[src/rtl/ringlet_pkg.sv]
package ringlet_pkg;

    localparam int DEMAND_W   = 2;
    localparam int PHASE_W    = 3;
    localparam int STATE_W    = 2;
    localparam logic [DEMAND_W-1:0] DEM_RAISE = 2'b10;
    localparam logic [DEMAND_W-1:0] DEM_DROP  = 2'b01;

    typedef enum logic [PHASE_W-1:0] {
        PH_IDLE     = 3'd0,
        PH_READ     = 3'd1,
        PH_ENTRY    = 3'd2,
        PH_CHECK    = 3'd3,
        PH_EXIT     = 3'd4,
        PH_INTERNAL = 3'd5,
        PH_WRITE    = 3'd6
    } phase_t;

    typedef enum logic [STATE_W-1:0] {
        ST_START = 2'd0,
        ST_OFF   = 2'd1,
        ST_ON    = 2'd2
    } fsm_state_t;

    typedef struct packed {
        logic dem;
        logic heat;
    } snap_use_t;

    typedef struct packed {
        logic       fire;
        fsm_state_t target;
    } guard_t;

    // Which inputs a state reads during its ringlets.
    function automatic snap_use_t inputs_used(fsm_state_t st);
        snap_use_t u;
        u.dem  = (st == ST_OFF) || (st == ST_ON);
        u.heat = (st == ST_OFF);
        return u;
    endfunction

    // Outgoing guards of each state, highest priority first.
    function automatic guard_t eval_guards(fsm_state_t st,
                                           logic [DEMAND_W-1:0] dem,
                                           logic heat);
        guard_t g;
        g.fire   = 1'b0;
        g.target = st;
        case (st)
            ST_START: begin
                g.fire   = 1'b1;
                g.target = ST_OFF;
            end
            ST_OFF: begin
                if (dem == DEM_RAISE && heat) begin
                    g.fire   = 1'b1;
                    g.target = ST_ON;
                end
            end
            ST_ON: begin
                if (dem == DEM_DROP) begin
                    g.fire   = 1'b1;
                    g.target = ST_OFF;
                end
            end
            default: begin
                g.fire   = 1'b1;
                g.target = ST_START;
            end
        endcase
        return g;
    endfunction

    // Entry action: new private relay value.
    function automatic logic entry_relay(fsm_state_t st, logic cur);
        logic r;
        case (st)
            ST_OFF:  r = 1'b0;
            ST_ON:   r = 1'b1;
            default: r = cur;
        endcase
        return r;
    endfunction

endpackage

[src/rtl/ringlet_sequencer.sv]
module ringlet_sequencer
    import ringlet_pkg::*;
(
    input  logic   clk,
    input  logic   rst,
    input  logic   step,
    input  logic   fire,
    output phase_t phase
);
    phase_t phase_n;

    always_comb begin
        phase_n = phase;
        case (phase)
            PH_IDLE:     if (step) phase_n = PH_READ;
            PH_READ:     phase_n = PH_ENTRY;
            PH_ENTRY:    phase_n = PH_CHECK;
            PH_CHECK:    phase_n = fire ? PH_EXIT : PH_INTERNAL;
            PH_EXIT:     phase_n = PH_WRITE;
            PH_INTERNAL: phase_n = PH_WRITE;
            PH_WRITE:    phase_n = PH_IDLE;
            default:     phase_n = PH_IDLE;
        endcase
    end

    always_ff @(posedge clk) begin
        if (rst) phase <= PH_IDLE;
        else     phase <= phase_n;
    end
endmodule

[src/rtl/ringlet_snapshot.sv]
module ringlet_snapshot
    import ringlet_pkg::*;
#(
    parameter int DW = DEMAND_W
) (
    input  logic          clk,
    input  logic          rst,
    input  logic          capture,
    input  snap_use_t     used,
    input  logic [DW-1:0] dem_in,
    input  logic          heat_in,
    output logic [DW-1:0] dem_q,
    output logic          heat_q
);
    always_ff @(posedge clk) begin
        if (rst) begin
            dem_q  <= '0;
            heat_q <= 1'b0;
        end else if (capture) begin
            if (used.dem)  dem_q  <= dem_in;
            if (used.heat) heat_q <= heat_in;
        end
    end
endmodule

[src/rtl/furnace_machine.sv]
module furnace_machine
    import ringlet_pkg::*;
#(
    parameter int DW = DEMAND_W
) (
    input  logic          clk,
    input  logic          rst,
    input  phase_t        phase,
    input  logic [DW-1:0] snap_dem,
    input  logic          snap_heat,
    output fsm_state_t    state,
    output snap_use_t     used,
    output logic          fire,
    output logic          relay_out
);
    logic       entry_pending;
    logic       relay_loc;
    logic       fired_q;
    fsm_state_t target_q;
    guard_t     g;

    always_comb begin
        g    = eval_guards(state, snap_dem, snap_heat);
        fire = g.fire;
        used = inputs_used(state);
    end

    always_ff @(posedge clk) begin
        if (rst) begin
            state         <= ST_START;
            entry_pending <= 1'b1;
            relay_loc     <= 1'b0;
            fired_q       <= 1'b0;
            target_q      <= ST_START;
            relay_out     <= 1'b0;
        end else begin
            case (phase)
                PH_ENTRY: begin
                    if (entry_pending) relay_loc <= entry_relay(state, relay_loc);
                end
                PH_CHECK: begin
                    fired_q  <= g.fire;
                    target_q <= g.target;
                end
                PH_WRITE: begin
                    relay_out     <= relay_loc;
                    entry_pending <= fired_q;
                    if (fired_q) state <= target_q;
                end
                default: ;
            endcase
        end
    end
endmodule

[src/rtl/ringlet_engine.sv]
module ringlet_engine
    import ringlet_pkg::*;
(
    input  logic                clk,
    input  logic                rst,
    input  logic                step,
    input  logic [DEMAND_W-1:0] demand_in,
    input  logic                heat_in,
    output logic                relay_on_out,
    output logic [PHASE_W-1:0]  phase_o,
    output logic [STATE_W-1:0]  state_o,
    output logic                ringlet_done
);
    phase_t              phase;
    fsm_state_t          state;
    snap_use_t           used;
    logic                fire;
    logic [DEMAND_W-1:0] snap_dem;
    logic                snap_heat;

    ringlet_sequencer seq_i (
        .clk   (clk),
        .rst   (rst),
        .step  (step),
        .fire  (fire),
        .phase (phase)
    );

    ringlet_snapshot #(.DW(DEMAND_W)) snap_i (
        .clk     (clk),
        .rst     (rst),
        .capture (phase == PH_READ),
        .used    (used),
        .dem_in  (demand_in),
        .heat_in (heat_in),
        .dem_q   (snap_dem),
        .heat_q  (snap_heat)
    );

    furnace_machine #(.DW(DEMAND_W)) fsm_i (
        .clk       (clk),
        .rst       (rst),
        .phase     (phase),
        .snap_dem  (snap_dem),
        .snap_heat (snap_heat),
        .state     (state),
        .used      (used),
        .fire      (fire),
        .relay_out (relay_on_out)
    );

    assign phase_o      = phase;
    assign state_o      = state;
    assign ringlet_done = (phase == PH_WRITE);
endmodule

[config.mk]
export PLATFORM = sky130hd
export DESIGN_NAME = ringlet_engine
export DESIGN_NICKNAME = d
export VERILOG_FILES = /design/src/rtl/ringlet_pkg.sv /design/src/rtl/ringlet_sequencer.sv /design/src/rtl/ringlet_snapshot.sv /design/src/rtl/furnace_machine.sv /design/src/rtl/ringlet_engine.sv
export SDC_FILE = /design/constraint.sdc
export NUM_CORES = 1
export LEC_CHECK = 0
export CAP_MARGIN = 5
export CORE_AREA = 2 2 39 41
export CTS_BUF_LIST = sky130_fd_sc_hd__clkbuf_2
export CTS_CLUSTER_SIZE = 25
export DETAILED_ROUTE_END_ITERATION = 10
export DIE_AREA = 0 0 41 43
export PLACE_DENSITY = 0.8
export SKIP_LAST_GASP = 1
export SYNTH_ARGS = -nofsm -noshare
export SYNTH_HDL_FRONTEND = slang
export SYNTH_SLANG_ARGS = --single-unit
[constraint.sdc]
create_clock -name clk -period 3.6 [get_ports clk]
set_input_delay 0.54 -clock clk [delete_from_list [all_inputs] [get_ports clk]]
set_output_delay 0.54 -clock clk [all_outputs]
set_load 0.05 [all_outputs]
# Word-level counts from Yosys, hierarchy flattened
# Cells that the tools add are included.
# W data, S select, Z words.
# op_classes
reduce_logical	10
n_eq_ne	11
mux	7
# op_table
cell	count
$pmux W3 S5	1
$eq A3 B3 Y1 const B	3
$mux W3	3
$pmux W3 S3	1
$eq A3 B2 Y1 const B	2
$reduce_and A2 Y1	3
$eq A2 B1 Y1 const B	2
$eq A2 B2 Y1 const B	2
$eq A3 B1 Y1 const B	1
$logic_not A3 Y1	1
$reduce_and A3 Y1	1
$logic_not A2 Y1	1
$ne A2 B2 Y1 const B	1
$pmux W1 S2	1
$reduce_bool A2 Y1	1
$reduce_or A2 Y1	1
$logic_and A1 B1 Y1	1
$logic_or A1 B1 Y1	1
$mux W1	1
# word_totals
in_bits	6
regBits	14
wordCells	37
output_inout_bits	7

# Longest topological paths before layout
# depth
depth_word	6
depth_mapped	6
depth_no_buf	6

# Cells and area by module
# From an unflattened synthesis, not the netlist that was laid out.
# unflattened
cells_unflattened	80
hier_area_um2	715.7
# modules_own_cells
module	seq_area_each_um2	n_inst	area_per_inst_um2	cells_each
furnace_machine	160.2	1	449.2	54
ringlet_sequencer	60.1	1	125.1	12
ringlet_snapshot	60.1	1	120.1	12
ringlet_engine	0.0	1	21.3	2

# Worst setup path after synthesis
# No wires, ideal clock.
# synth_path
path_kind	register to output
startpoint	register seq_i.phase[1]
endpoint	output port ringlet_done
path_buffers	1
path_stages_with_launch	5
required_time_ns	3.060
slack_ns	1.590
arrival_time_ns	1.470
path_cell_list	dfxtp_1 clkbuf_2 and2b_1 nand2_1 inv_1
# synth_between
elab_chain_len	1
# synth_lines
element	line	source
start, declared	ringlet_sequencer.sv:8	output phase_t phase
start signal, assigned	ringlet_sequencer.sv:28	else phase <= phase_n;
$eq A3 B3 Y1	ringlet_engine.sv:54	assign ringlet_done = (phase == PH_WRITE);
end, declared	ringlet_engine.sv:12	output logic ringlet_done
# Every way passes these cells.

# Final worst setup path
# Ends and elaborated chain as after synthesis.

==> impl_metrics.ini <==
[global_route]
grt_pass1_vias = 531
grt_pass1_wl_mm = 2.19
antenna_found_initial = 0
gr-usage-met1 = 0.239
met2_usage = 0.259
grt_max_degree = 16
top_usage_layer = met2
grt_remaining_overflow = 0
grt_use_total = 0.181
grt_use_met3 = 0.0366

[clock_network]
clk_pin_slew_ns = 0.13
clock-sinks = 14
cts_buffer_depth = 2
cts-resized-gates = 0
ctsRootBufferMaster = clkbuf_2
cts_tree = yes
htreeDepth = 1
cts_hold_buf = 0
worstSkewPairLatency_ns = 0.26
numCtsBuffers = 3
cts_setup_buffers = 0

[place]
port_buffers = 12
place.gp.congestion = 0.875
dp_hpwl_um = 941

[synth]
yosys-top-cells-count = dfxtp_1, nor2_1, nand2_1, a21oi_1, mux2i_1
yosysTopAreaCell = dfxtp_1
synth_fp_nets = 86
synth_flop_cell = dfxtp_1
seq_area_frac_synth = 0.401
syn_inst = 76
yosysTopAreaCellShare = 0.401
postSynthAreaPerCell_um2 = 9.19
synth_area_leaders = dfxtp_1, ha_1, mux2i_1, nor2_1, a21oi_1
ys_warn_count = 0
ys_seq_elements = 14
synth_edf_count = 0
synthArstFlopShare = 0
yosysMostFrequentCell = dfxtp_1
syn_area_um2 = 698
ys_types = 28

[drt]
drc = 0
initialDrtViolationCount = 8
wl_mm = 1.30
postRouteAntennaNets = 0
vias = 558
wire_per_inst_um = 12.5
viasPerCell = 5.37
first_pass_iters = 4

[worst_setup_path]
crit_chain = and2b_1 > nand2_1 > inv_1 > clkdlybuf4s50_1
crit_fanout = 9
end_kind = output port
start_kind = flip-flop
worstPathArrival_ns = 2.00
cp.buffers_inverters = 2
reg2reg_slack_ns = 1.93
critical_path_class = flip-flop to output port
required_ns = 3.06
path_delay_family = buffers and inverters
max_stage_delay_ns = 0.79
slowest_stage = clkdlybuf4s50_1

[timing]
worstMarginPinSlew_ns = 0.539
slew_violations = 0
fin_tns_setup_ns = 0
clock_skew_ns = 0.00489
fin_crit_sh = 0.705
rsz0062_at_grt = no
slew_headroom = 0.640
timing.hold.ws_ns = 0.467
finalSetupViolations = 0
fmax_mhz = 394
period_minus_slack_ns = 2.54
hold_viol = 0

[floorplan]
die-area_um2 = 1760
core.rowCount = 14
fp.dieH_um = 43
num_io_pins = 13
die_w_um = 41
initial_core_util = 0.505
coreArea_um2 = 1380

[worst_hold_path]
hold_class = flip-flop to flip-flop

[cells_and_area]
area_delta_synth_final_pct = 19.4
final_util = 0.602
antenna_cells = 0
nNetsFinal = 100
drive_above_1_share = 0.0909

[power]
powerDensity_nw_per_um2 = 354
peakVddDrop_mv = 0.186
leakage_nw = 0.345

[status]
status = complete, no violations

[run]
cap_violations = 0
[cell type report]
cell class / count / area (um^2)
Clock buffer: 3 / 15.0
Multi-Input combinational cell: 55 / 383
Sequential cell: 14 / 280
Fill cell: 133 / 551
Tap cell: 16 / 20.0
Inverter: 4 / 15.0
Timing Repair Buffer: 12 / 120
[per-layer routing]
metal	part of all wire	routed length, um	vias up
met5	0	0	-
met1	0.48	621	253
met3	0.043	56	2
li1	-	-	286
met4	0.012	15	0
met2	0.47	603	17
[metrics by stage]
stage / setup WS, ns / total power [W] / instance area [um^2] / std cells
2_1_floorplan: 1.59 / 0.000211 / 698 / 76
3_3_place_gp: 1.41 / 0.000225 / 818 / 101
3_5_place_dp: 1.38 / 0.000227 / 818 / 101
4_1_cts: 1.06 / 0.000294 / 833 / 104
5_1_grt: 0.951 / 0.000305 / 833 / 104
6_report: 1.06 / 0.000295 / 833 / 104
[placed cells by master (no fill, tap or decap), drive strengths merged]
cell and count:
nor2 9, and3b 1, nor2b 1, a21oi 6, dfxtp 14, o21ai 1, and4bb 2, mux2i 5
o21bai 1, inv 4, nor3 2, clkbuf 3, or2b 1, a211oi 2, nand3b 2, a21o 1
o211ai 1, and2b 1, ha 4, nand4b 1, or4 1, nand3 4, nand2 7, xor2 1
clkdlybuf4s50 12, a311o 1
[flip-flops by register name, summed over array words and instances (netlist names)]
name                 cells
fsm_i.state              2
snap_i.dem_q             2
fsm_i.relay_loc          1
fsm_i.entry_pending      1
fsm_i.fired_q            1
fsm_i.relay_out          1
seq_i.phase              3
snap_i.heat_q            1
fsm_i.target_q           2
[cells by family (layout without fill, tap and decap cells)]
kind of cell    after synthesis  in the layout  share of synthesized area
buf+inv                       7             19                     0.0502
flops                        14             14                      0.401
compound gates               13             13                      0.122
simple gates                 32             32                      0.271
mux                           5              5                     0.0717
xor+xnor                      1              1                     0.0125
fa+ha+maj                     4              4                     0.0717
[power by group]
part | internal [W] | switching [W] | leakage, nW
Combinational | 0.0000224 | 0.0000291 | 0.219
Clock | 0.0000228 | 0.0000478 | 0.0125
Sequential | 0.000161 | 0.0000115 | 0.113
[worst paths after layout]
path,from,cells after the start,endpoint
min reg2reg,fsm_i.relay_out$_SDFFE_PP0P_,2,fsm_i.relay_out$_SDFFE_PP0P_
min,fsm_i.relay_out$_SDFFE_PP0P_,2,fsm_i.relay_out$_SDFFE_PP0P_
max reg2reg,fsm_i.state[0]$_SDFFE_PP0P_,6,seq_i.phase[0]$_SDFFE_PP0P_
max,seq_i.phase[1]$_SDFFE_PP0P_,4,ringlet_done
[worst reg2reg max path, stage by stage, from the launching register on]
cell	delay, ns
dfxtp_1	0.46
inv_1	0.09
ha_1	0.25
and3b_1	0.20
nor3_1	0.22
nand3_1	0.12
a211oi_1	0.24
Note: power is estimated with default switching activity, not from simulation.
